--- config.mk ---
export PLATFORM = sky130hd
export DESIGN_NAME = alu4_slice
export DESIGN_NICKNAME = d
export VERILOG_FILES = /design/src/rtl/alu4_slice.sv
export SDC_FILE = /design/constraint.sdc
export NUM_CORES = 1
export LEC_CHECK = 0
export BUFFER_PORTS_ARGS = -buffer_cell sky130_fd_sc_hd__buf_2
export CAP_MARGIN = 20
export CORE_AREA = 2 2 39 41
export DETAILED_ROUTE_END_ITERATION = 8
export DIE_AREA = 0 0 41 43
export PLACE_DENSITY_LB_ADDON = 0.25
export SYNTH_ARGS = -nofsm -noshare
export SYNTH_HDL_FRONTEND = slang
export SYNTH_SLANG_ARGS = --single-unit
--- constraint.sdc ---
create_clock -name vclk -period 2.54
set_input_delay 0.254 -clock vclk [all_inputs]
set_output_delay 0.254 -clock vclk [all_outputs]
set_load 0.05 [all_outputs]
--- src/rtl/alu4_slice.sv ---
`timescale 1ns/1ps
module alu4_slice #(
  parameter int W = 4
) (
  input  logic [W-1:0] op_a,
  input  logic [W-1:0] op_b,
  input  logic         carry_in,
  input  logic         logic_mode,
  input  logic [3:0]   func_sel,
  output logic [W-1:0] result,
  output logic         carry_out,
  output logic         all_ones,
  output logic         grp_prop,
  output logic         grp_gen
);

  logic [W-1:0] term_x;
  logic [W-1:0] term_y;
  logic [W:0]   base_sum;
  logic [W:0]   full_sum;

  // two addends, each a per-bit mux of the operands
  assign term_x = op_a
                | (op_b  & {W{func_sel[0]}})
                | (~op_b & {W{func_sel[1]}});
  assign term_y = (op_a & ~op_b & {W{func_sel[2]}})
                | (op_a &  op_b & {W{func_sel[3]}});

  assign base_sum = {1'b0, term_x} + {1'b0, term_y};
  assign full_sum = base_sum + {{W{1'b0}}, carry_in};

  assign grp_gen  = base_sum[W];
  assign grp_prop = base_sum[W] | (&base_sum[W-1:0]);

  // carry-free combination of the addends gives the logic group
  assign result    = logic_mode ? ~(term_x ^ term_y) : full_sum[W-1:0];
  assign carry_out = ~logic_mode & full_sum[W];
  assign all_ones  = &result;

endmodule

======== Word level (Yosys, flattened, before mapping) ========
Cells that the tools add are included.
word-level totals
  bits in registers ....................... 0
  output and inout bits ................... 8
  word-level logic and storage cells ...... 20
  bits of input ports ..................... 14
operators by class
  bitwise operators ....................... 15
  $add $sub $neg .......................... 2
  multiplexer cells ....................... 1
  reductions and logical operators ........ 2
operators with widths
  cell              count
  $and 4x4->4       6
  $or 4x4->4        3
  $not 4->4         2
  $reduce_and 4->1  2
  $add 4x4->5       1
  $add 5x1->5       1
  $mux 4            1
  $xor 4x4->4       1
  $and 1x1->1       1
  $not 1->1         1
  $or 1x1->1        1

======== Longest topological paths before layout ========
Gate-level depths: netlist of the first run.
  depth in word-level cells ............... 8
  mapped depth ............................ 9
  gate-level depth less buffers ........... 9

======== Least setup slack after synthesis of the first run ========
Ideal clock, no wire load.
  path kind ............................... input -> output
  start point ............................. input port func_sel[1]
  end point ............................... output port carry_out
  buffers on the path ..................... 0
  setup slack ............................. -0.743 ns
  data arrival time ....................... 3.029 ns
  required time ........................... 2.286 ns
  stages .................................. 9
  cell sequence ........................... nor2b_1 -> a211o_1 -> ha_1 -> fa_1 -> a21o_1 -> a21oi_2 -> inv_2 -> or4_1 -> a21oi_1
on the way
  word-level cells in the longest chain between the ends .. 5
ends and longest elaborated chain
  element      line  source
  from (decl)  9     input logic [3:0] func_sel,
  $and 4x4->4  25    | (~op_b & {W{func_sel[1]}});
  $or 4x4->4   25
  $add 4x4->5  29    assign base_sum = {1'b0, term_x} + {1'b0, term_y};
  via grp_gen  14    output logic grp_gen
  $add 5x1->5  30    assign full_sum = base_sum + {{W{1'b0}}, carry_in};
  $and 1x1->1  37    assign carry_out = ~logic_mode & full_sum[W];
  to (decl)    11    output logic carry_out,
The timed path passes the listed nets, and every way through them passes these cells.

======== Final worst setup path of the first run ========
  start point ............................. input port func_sel[1]
  end point ............................... output port carry_out
on the way
  word-level cells in the longest chain between the ends .. 5
ends and longest elaborated chain
  element      line
  $and 4x4->4  25
  $or 4x4->4   25
  $add 4x4->5  29
  $add 5x1->5  30
  $and 1x1->1  37
No other way between the ends.

==> results.txt, run 1 <==
The run finished, with violations left. The checks that failed: setup timing. In this run the most critical hold path is launched from logic_mode. The number of hold violations in the final report is 0. In this run, the number of DRC markers left after iteration 0 of detailed routing was 3. Synthesis produced 54 cells.

Setup slack on the critical path of the routed design comes to -0.2184 ns. The total number of yosys warnings is 0. The die extent in x came out at 41 um.

The number of antenna violations at the first check in global routing is 0. The worst hold path stage count is 3. The switching power as a share of total power is 54.91%. The area of the multi-input gates is 520.5 um^2.

The internal power consumption came out at 0.0001732 W. The total global routing overflow came out at 0. The number of max-slew violations in the final report came out at 0. By area the synthesized netlist is led by sky130_fd_sc_hd__ha_1, sky130_fd_sc_hd__mux2i_1, sky130_fd_sc_hd__nor2b_1. The critical path data arrival time is 2.50 ns.

The number of inserted filler cells in the final layout came out at 114. The total number of vias is 543. The worst hold path terminates at carry_out. The critical path is of the in -> out type. Static timing analysis puts the maximum clock frequency at 362.5 MHz. Setup repair after global routing could not meet its margin everywhere. The number of flip-flops and latches is 0. The power per cell area came out at 439.1 nW/um^2. The die height is 43 um. The pin count of the biggest net entering global routing is 9. The highest fanout seen on the critical path is 2. The commonest cells after synthesis are sky130_fd_sc_hd__nor2b_1, sky130_fd_sc_hd__ha_1, sky130_fd_sc_hd__mux2i_1, sky130_fd_sc_hd__a211o_1. After detailed routing, the number of vias per cell comes to 4.763. The count of max-cap constraint violations came out at 0. The layout overhead on the synthesized area is 108.0%. The peak ir drop on the vdd network is 0.3726 mV. The number of clock buffers in the layout came out at 0. Pin placement for this block handled 22 I/O pins. The starting density of the core is 30.38%. The via count of the first global-routing pass is 494. The final RePlAce weighted congestion came out at 0.7508.

Data on the critical path is required at its endpoint by 2.29 ns. In this run the power spent charging and discharging nets is 0.0002109 W. The number of distinct standard cells referenced by the synthesized netlist is 24. The sequential-to-total area share from yosys stat came out at 0%. The power share of the sequential group is 0%.

The global-route wire length before repair is 1.945 mm. The post-layout utilization of the core came out at 63.20%. The total routing usage reported by global routing is 15.42%. The post-detailed-placement half-perimeter wirelength is 983.6 um. The average detailed-routed wire length per instance came out at 11.03 um. The antenna diode count came out at 0. The ratio of cells with drive above 1 in the final layout came out at 64.29%.

The area used by sequential logic in the layout came out at 0 um^2. The share of total power dissipated in the clock network is 0%. In the routed design, unresolved DRC markers number 0. Measured against its own limit, the worst slew margin works out to 80.84%.

Before antenna repair, the detailed router went through 2 iterations. The sum of negative setup slack came out at -0.4750 ns. The kind of start point of the critical path is an input port.

The full die area is 1763 um^2. In the post-synthesis netlist, the cell with the most instances is sky130_fd_sc_hd__nor2b_1. The remaining antenna violation count after routing came out at 0. After synthesis, the largest area contributor takes up 17.86% of total cell area. The final critical-path share of the clock period came out at 108.6%. The cell leakage power came out at 0.4289 nW.

The area of the mapped netlist is 420.4 um^2. The mean post-synth cell area is 7.785 um^2. The tightest min-delay check is of the in -> out type. STA classifies the critical path endpoint as an output pin. Setup violations remaining at the end of the flow were counted as 4. The final period demand of the worst path came out at 2.758 ns.

The core region is 1384 um^2. For the pin with the worst max-slew slack, the measured transition is 0.2856 ns. Summed over all instances, the cell type with the most area after synthesis is sky130_fd_sc_hd__ha_1. The final layout contains routed wiring with a total length of 1.257 mm. The number of I/O port buffers is 22.

The share of power burned in combinational logic is 100.0%. The number of rows in the core area is 14. The total power is 0.0003840 W.

The worst hold margin came out at 0.8104 ns. The final net count came out at 121. The synthesized net count came out at 75.
kinds of logic (layout without fill, tap and decap cells):
group,count (synthesis),after routing,share of synthesized area (%)
fa+ha+maj,7,7,22.62
mux,5,5,11.91
buf+inv,4,48,3.570
xor+xnor,4,4,11.61
simple gates,19,19,25.30
compound gates,15,15,25.00
layout by cell type (no fill, tap or decap), drive strengths merged, types with 2 or more instances in the layout:
cell    n
a211o   4
ha      6
nand3   3
o31ai   2
xor2    3
o21ai   2
mux2i   5
nand2   3
inv     3
buf    43
nor2b   8
a21oi   4
final cells by class:
cell class	instances	share of cell area (%)
inverters	4	2.003
multi-input cells	50	59.51
repair buffers	44	36.19
well taps	16	2.289
power by group through the flow:
stage / logic, W / clock network (W) / registers (W)
floorplan: 0.000228 / 0 / 0
global placement: 0.000326 / 0 / 0
detailed placement: 0.000329 / 0 / 0
CTS: 0.000371 / 0 / 0
global route: 0.000411 / 0 / 0
finish: 0.000384 / 0 / 0
metal layers:
layer | global-route usage [%] | wire length [um]
met5 | 0 | 0
met4 | 0 | 0
met3 | 1.047 | 89
met2 | 29.38 | 679
met1 | 18.57 | 487
through the flow:
step / worst slack [ns] / cells / area (um^2)
after CTS: -0.2212 / 113 / 828.3
final: -0.2184 / 114 / 874.6
after detailed placement: -0.3540 / 110 / 750.7
after global placement: -0.3537 / 110 / 750.7
after floorplan: -0.1758 / 54 / 485.5
after global routing: -0.2980 / 114 / 874.6
worst max path at each step:
stage	startpoint	endpoint	depth (start not counted)
5_1_grt	func_sel[1]	carry_out	10
3_5_place_dp	func_sel[1]	carry_out	10
2_1_floorplan	func_sel[1]	carry_out	9
6_report	func_sel[1]	carry_out	10
4_1_cts	func_sel[1]	all_ones	11
3_3_place_gp	func_sel[1]	carry_out	10
worst max-delay path, stage by stage:
cell and delay (ns):
sky130_fd_sc_hd__buf_6 0.09, sky130_fd_sc_hd__nor2b_1 0.11, sky130_fd_sc_hd__a211o_1 0.22, sky130_fd_sc_hd__ha_2 0.20
sky130_fd_sc_hd__fa_2 0.57, sky130_fd_sc_hd__ha_4 0.15, sky130_fd_sc_hd__nand2_2 0.06, sky130_fd_sc_hd__or4_4 0.54
sky130_fd_sc_hd__a21oi_4 0.13, sky130_fd_sc_hd__buf_6 0.16
repair_timing:
action,4_1_cts,5_1_grt
setup buffers,3,1
pin swaps,8,5
endpoints found under the setup margin,4,5
hold endpoints to repair,0,0
gates resized for setup,15,6
hold buffers,0,0
Power figures use the tool's default switching activity.
==> run 2: changes to the inputs <==
--- a/config.mk
+++ b/config.mk
@@ -11,6 +11,8 @@
 export DETAILED_ROUTE_END_ITERATION = 8
 export DIE_AREA = 0 0 41 43
 export PLACE_DENSITY_LB_ADDON = 0.25
+export SLEW_MARGIN = 20
 export SYNTH_ARGS = -nofsm -noshare
 export SYNTH_HDL_FRONTEND = slang
 export SYNTH_SLANG_ARGS = --single-unit
+export TNS_END_PERCENT = 5
==> results.txt, run 2 (synthesis results as in run 1) <==
The maximum clock rate came out at 360.0 MHz (was 362.5 MHz). The total global routing overflow came out at 0 (unchanged). The post-cts hold buffer count is 0 (unchanged). The full die area is 1763 um^2 (unchanged).

The post-detailed-placement half-perimeter wirelength is 1.057 mm (was 983.6 um). The number of max-slew violations in the final report came out at 0 (unchanged). Setup repair after global routing missed its margin: true (unchanged). The count of max-cap constraint violations came out at 0 (unchanged). The longest individual stage delay on the worst path is 0.56 ns (was 0.57 ns). The pin count of the biggest net entering global routing is 9 (unchanged). The antenna diode count is 0 (unchanged). The worst-case setup slack after placement came out at -0.4043 ns (was -0.3540 ns). The number of antenna violations at the first check in global routing came out at 0 (unchanged). The number of rows in the core area is 14 (unchanged). The critical path data arrival time came to 2.52 ns (was 2.50 ns). The number of inserted filler cells in the final layout is 142 (was 114). The average detailed-routed wire length per instance was 11.66 um (was 11.03 um).

Series of cell instances along the critical path: buf_2 -> nor2b_1 -> a211o_1 -> ha_2 -> fa_2 -> ha_4 -> nand2_1 -> or4_4 -> a21oi_4 -> buf_6 (was buf_6 -> nor2b_1 -> a211o_1 -> ha_2 -> fa_2 -> ha_4 -> nand2_2 -> or4_4 -> a21oi_4 -> buf_6). The cell area reported after detailed placement is 719.4 um^2 (was 750.7 um^2). The die height came out at 43 um (unchanged). The final period demand of the worst path came out at 2.778 ns (was 2.758 ns).

The number of clock buffers in the layout is 0 (unchanged). The number of hold violations in the final report is 0 (unchanged). The area inside the core boundary came out at 1384 um^2 (unchanged). The via count of the first global-routing pass came to 504 (was 494). The kind of start point of the critical path is an input port (unchanged).

The iteration count of the initial detailed-routing pass came to 4 (was 2). The pin slew with the least headroom to its limit came out at 0.4219 ns (was 0.2856 ns). The starting density of the core came out at 30.38% (unchanged).

The remaining antenna violation count after routing came to 0 (unchanged). The power per cell area was 448.5 nW/um^2 (was 439.1 nW/um^2). The final RePlAce weighted congestion is 0.7634 (was 0.7508). The most common cell after layout, fill and taps aside is sky130_fd_sc_hd__buf_2 (was sky130_fd_sc_hd__buf_4). The total number of vias was 525 (was 543). The peak ir drop on the vdd network came out at 0.3047 mV (was 0.3726 mV). The number of I/O port buffers came to 22 (unchanged). The worst path required time is 2.29 ns (about the same).

Most frequent cells in the layout: sky130_fd_sc_hd__buf_2, sky130_fd_sc_hd__buf_4, sky130_fd_sc_hd__nor2b_1 (was sky130_fd_sc_hd__buf_4, sky130_fd_sc_hd__buf_2, sky130_fd_sc_hd__nor2b_1, sky130_fd_sc_hd__buf_6). The global-route wire length before repair was 1.994 mm (was 1.945 mm). The highest fanout seen on the critical path came to 4 (was 2). The worst min-delay path class is in -> out (unchanged). The final critical-path share of the clock period came to 109.4% (was 108.6%).

The area of the multi-input gates is 476.7 um^2 (was 520.5 um^2). The die extent in x is 41 um (unchanged). The cell with the largest stage delay on the worst path was sky130_fd_sc_hd__fa_2 (unchanged). The final worst slack came out at -0.2380 ns (was -0.2184 ns).

The layout overhead on the synthesized area is 82.14% (was 108.0%). The area used by sequential logic in the layout is 0 um^2 (unchanged). The ratio of cells with drive above 1 in the final layout is 55.43% (was 64.29%). The type of the setup path with the least slack is in -> out (unchanged). The summed area of non-filler cells in the final layout is 765.7 um^2 (was 874.6 um^2). The wire length after detailed routing came out at 1.259 mm (was 1.257 mm).

The cell leakage power is 0.3856 nW (was 0.4289 nW). The number of flip-flops and latches came to 0 (unchanged). The total routing usage reported by global routing is 15.46% (was 15.42%). The category of the worst setup path capture point is an output pin (unchanged). Violated checks: setup timing (unchanged). The count of endpoints failing setup in the final report came out at 4 (unchanged).

The number of I/O pins is 22 (unchanged). The starting DRC count in detailed routing came out at 12 (was 3). The DRC violation count after routing is 0 (unchanged). The final net count came out at 115 (was 121). The relative slew slack came out at 71.63% (was 80.84%). The mean number of vias per cell came out at 4.861 (was 4.763). Status: complete, but fails checks (unchanged).
run 2: per-layer routing:
layer | vias up | global-route usage, % | wire [um]
met2 | 16 | 29.38 | 671
met1 | 235 | 19.29 | 533
li1 | 274 | - | -
met3 | 0 | 0 | 54
met5 | - | 0 | 0
met4 | 0 | 0 | 0
run 2: final cells by class:
cell class | count | area share, %
repair buffers | 38 | 32.84
inverters | 4 | 2.288
multi-input cells | 50 | 62.25
well taps | 16 | 2.614
run 2: through the flow:
| step | hold slack (ns) | std cells | power, W | utilization (%) | TNS [ns] |
|---|---|---|---|---|---|
| after floorplan | 0.5601 | 54 | 0.0002220 | - | -0.3080 |
| after global placement | 0.8640 | 107 | 0.0003146 | 51.99 | -1.063 |
| after detailed placement | 0.8772 | 107 | 0.0003185 | 51.99 | -1.195 |
| after CTS | 0.8246 | 108 | 0.0003364 | 53.89 | -0.7406 |
| after global routing | 0.8404 | 108 | 0.0003692 | 55.33 | -1.065 |
| final | 0.8293 | 108 | 0.0003434 | 55.33 | -0.6633 |
run 2: path summary, 6_finish.rpt:
| path | cells after the start | end | startpoint | slack (ns) |
|---|---|---|---|---|
| setup / recovery | 10 | carry_out | func_sel[1] | -0.24 |
| hold / removal | 3 | carry_out | logic_mode | 0.83 |
run 2: power breakdown:
part | internal (W) | switching, W | total, W
logic | 0.000143 | 0.000200 | 0.000343
clock network | 0 | 0 | 0
registers | 0 | 0 | 0
total | 0.000143 | 0.000200 | 0.000343
run 2: repair_timing:
action,4_1_cts,5_1_grt
setup endpoints to repair,5,5
setup buffers,1,0
gates resized for setup,6,4
pin swaps,1,0
run 2: worst max-delay path: cells and delay by family:
kind	cells	cell delay [ns]
AOI/OAI and AO/OA	2	0.35
and+or+nand+nor	3	0.73
buffers and inverters	2	0.28
adders and majority gates	3	0.90
==> run 3: changes to the inputs <==
--- a/config.mk
+++ b/config.mk
@@ -10,7 +10,7 @@
 export CORE_AREA = 2 2 39 41
 export DETAILED_ROUTE_END_ITERATION = 8
 export DIE_AREA = 0 0 41 43
-export PLACE_DENSITY_LB_ADDON = 0.25
+export PLACE_DENSITY = 0.67
 export SLEW_MARGIN = 20
 export SYNTH_ARGS = -nofsm -noshare
 export SYNTH_HDL_FRONTEND = slang
==> results.txt, run 3 (synthesis results as in run 1) <==
The wire length after detailed routing was 1.292 mm (was 1.259 mm). The iteration count of the initial detailed-routing pass came out at 4 (unchanged). The power dissipated by switching net loads came out at 0.0002008 W (was 0.0002002 W). The number of clock buffers in the layout was 0 (unchanged). The average detailed-routed wire length per instance is 11.85 um (was 11.66 um). The peak ir drop on the vdd network is 0.2622 mV (was 0.3047 mV).

The full die area was 1763 um^2 (unchanged). The die height came to 43 um (unchanged). The cell area reported after detailed placement is 726.9 um^2 (was 719.4 um^2).

The starting DRC count in detailed routing is 7 (was 12). The number of flip-flops and latches is 0 (unchanged). The number of rows in the core area is 14 (unchanged). The final RePlAce weighted congestion is 0.7740 (was 0.7634).

Most frequent cells in the layout: sky130_fd_sc_hd__buf_2, sky130_fd_sc_hd__buf_4, sky130_fd_sc_hd__nor2b_1 (unchanged). The via count of the first global-routing pass is 494 (was 504). The remaining antenna violation count after routing came to 0 (unchanged). The DRC violation count after routing came to 0 (unchanged). Status: complete, but fails checks (unchanged). The critical path data arrival time is 2.58 ns (was 2.52 ns). The post-cts hold buffer count is 0 (unchanged). The worst path required time is 2.29 ns (about the same). The worst hold margin is 0.8183 ns (was 0.8293 ns).

The global-route wire length before repair came to 2.007 mm (was 1.994 mm). The total global routing overflow came to 0 (unchanged). The cell leakage power is 0.3890 nW (was 0.3856 nW). The final worst slack came out at -0.2955 ns (was -0.2380 ns). The number of max-slew violations in the final report is 0 (unchanged). The number of I/O port buffers came out at 22 (unchanged).

The switching power as a share of total power came to 57.63% (was 58.30%). The total number of vias is 546 (was 525). The mean number of vias per cell is 5.009 (was 4.861). The number of I/O pins came out at 22 (unchanged). The final net count is 116 (was 115). Violated checks: setup timing (unchanged). The internal power consumption is 0.0001477 W (was 0.0001432 W). The total routing usage reported by global routing came out at 15.68% (was 15.46%). The summed area of non-filler cells in the final layout came out at 772.0 um^2 (was 765.7 um^2).

The highest fanout seen on the critical path was 2 (was 4). The area inside the core boundary came out at 1384 um^2 (unchanged). The area used by sequential logic in the layout is 0 um^2 (unchanged). The number of inserted filler cells in the final layout is 138 (was 142). The worst min-delay path class is in -> out (unchanged). The post-detailed-placement half-perimeter wirelength came out at 1.065 mm (was 1.057 mm).

The power per cell area came out at 451.5 nW/um^2 (was 448.5 nW/um^2). The share of power burned in combinational logic was 100.0% (about the same). The type of the setup path with the least slack was in -> out (unchanged). Setup repair after global routing missed its margin: true (unchanged).

The maximum clock rate came out at 352.7 MHz (was 360.0 MHz). The starting density of the core came out at 30.38% (unchanged). The final period demand of the worst path came out at 2.835 ns (was 2.778 ns). The pin slew with the least headroom to its limit was 0.2898 ns (was 0.4219 ns).

The relative slew slack came out at 80.59% (was 71.63%). The area of the multi-input gates came to 475.5 um^2 (was 476.7 um^2). The final critical-path share of the clock period is 111.6% (was 109.4%). The power share of the sequential group is 0% (about the same). The count of endpoints failing setup in the final report is 4 (unchanged). The pin count of the biggest net entering global routing is 9 (unchanged). The number of antenna violations at the first check in global routing came out at 0 (unchanged). The ratio of cells with drive above 1 in the final layout came to 55.91% (was 55.43%). The kind of start point of the critical path is an input port (unchanged). The proportion of power drawn by the clock network came out at 0% (about the same).

The die extent in x is 41 um (unchanged). The number of hold violations in the final report is 0 (unchanged). The antenna diode count was 0 (unchanged). The count of max-cap constraint violations is 0 (unchanged).

The category of the worst setup path capture point is an output pin (unchanged). The layout overhead on the synthesized area is 83.63% (was 82.14%).
run 3: cell count changes in the layout (fill, tap and decap cells not counted):
cell / previous run / this run
sky130_fd_sc_hd__nor2_1: 0 / 1
sky130_fd_sc_hd__nor2_2: 1 / 0
sky130_fd_sc_hd__clkbuf_4: 1 / 0
sky130_fd_sc_hd__xnor3_1: 1 / 0
sky130_fd_sc_hd__xnor3_2: 0 / 1
sky130_fd_sc_hd__buf_4: 16 / 18
run 3: power groups by stage:
stage                     Sequential (W)  Clock [W]  Combinational, W
after floorplan                        0          0          0.000222
after global placement                 0          0          0.000316
after detailed placement               0          0          0.000321
after CTS                              0          0          0.000337
after global routing                   0          0          0.000375
final                                  0          0          0.000349
run 3: cell type report:
class,count,area share (%)
Tap cell,16,2.593
Timing Repair Buffer,39,33.55
Inverter,4,2.269
Multi-Input combinational cell,50,61.59
run 3: path summary, 6_finish.rpt:
check | from | end | slack [ns] | cells after the start
max | func_sel[1] | carry_out | -0.30 | 10
min | logic_mode | carry_out | 0.82 | 3
run 3: critical path, cell delays in order:
cell,delay [ns]
sky130_fd_sc_hd__buf_2,0.11
sky130_fd_sc_hd__nor2b_1,0.12
sky130_fd_sc_hd__a211o_1,0.23
sky130_fd_sc_hd__ha_2,0.21
sky130_fd_sc_hd__fa_2,0.60
sky130_fd_sc_hd__ha_4,0.13
sky130_fd_sc_hd__nand2_1,0.06
sky130_fd_sc_hd__or4_4,0.55
sky130_fd_sc_hd__a21oi_4,0.14
sky130_fd_sc_hd__buf_6,0.17
run 3: timing repair:
item / 4_1_cts / 5_1_grt
pin swaps: 2 / 1
buffers inserted: 0 / 1
gates resized for setup: 8 / 2
endpoints found under the setup margin: 4 / 5
hold endpoints to repair: 0 / 0
run 3: per-layer routing:
layer	up-vias	global-route usage, %	routed length [um]
li1	279	-	-
met2	19	28.75	673
met1	246	20.65	542
met4	0	0	21
met5	-	0	0
met3	2	0	55
run 3: metrics by stage:
| stage | TNS (ns) | utilization [%] | instances | setup WS, ns | power, W |
|---|---|---|---|---|---|
| 2_1_floorplan | -0.3080 | - | 54 | -0.1758 | 0.0002220 |
| 3_3_place_gp | -1.022 | 52.53 | 108 | -0.3407 | 0.0003155 |
| 3_5_place_dp | -1.103 | 52.53 | 108 | -0.3687 | 0.0003208 |
| 4_1_cts | -0.8701 | 54.16 | 108 | -0.2814 | 0.0003373 |
| 5_1_grt | -1.264 | 55.79 | 109 | -0.3419 | 0.0003745 |
| 6_report | -0.9122 | 55.79 | 109 | -0.2955 | 0.0003485 |
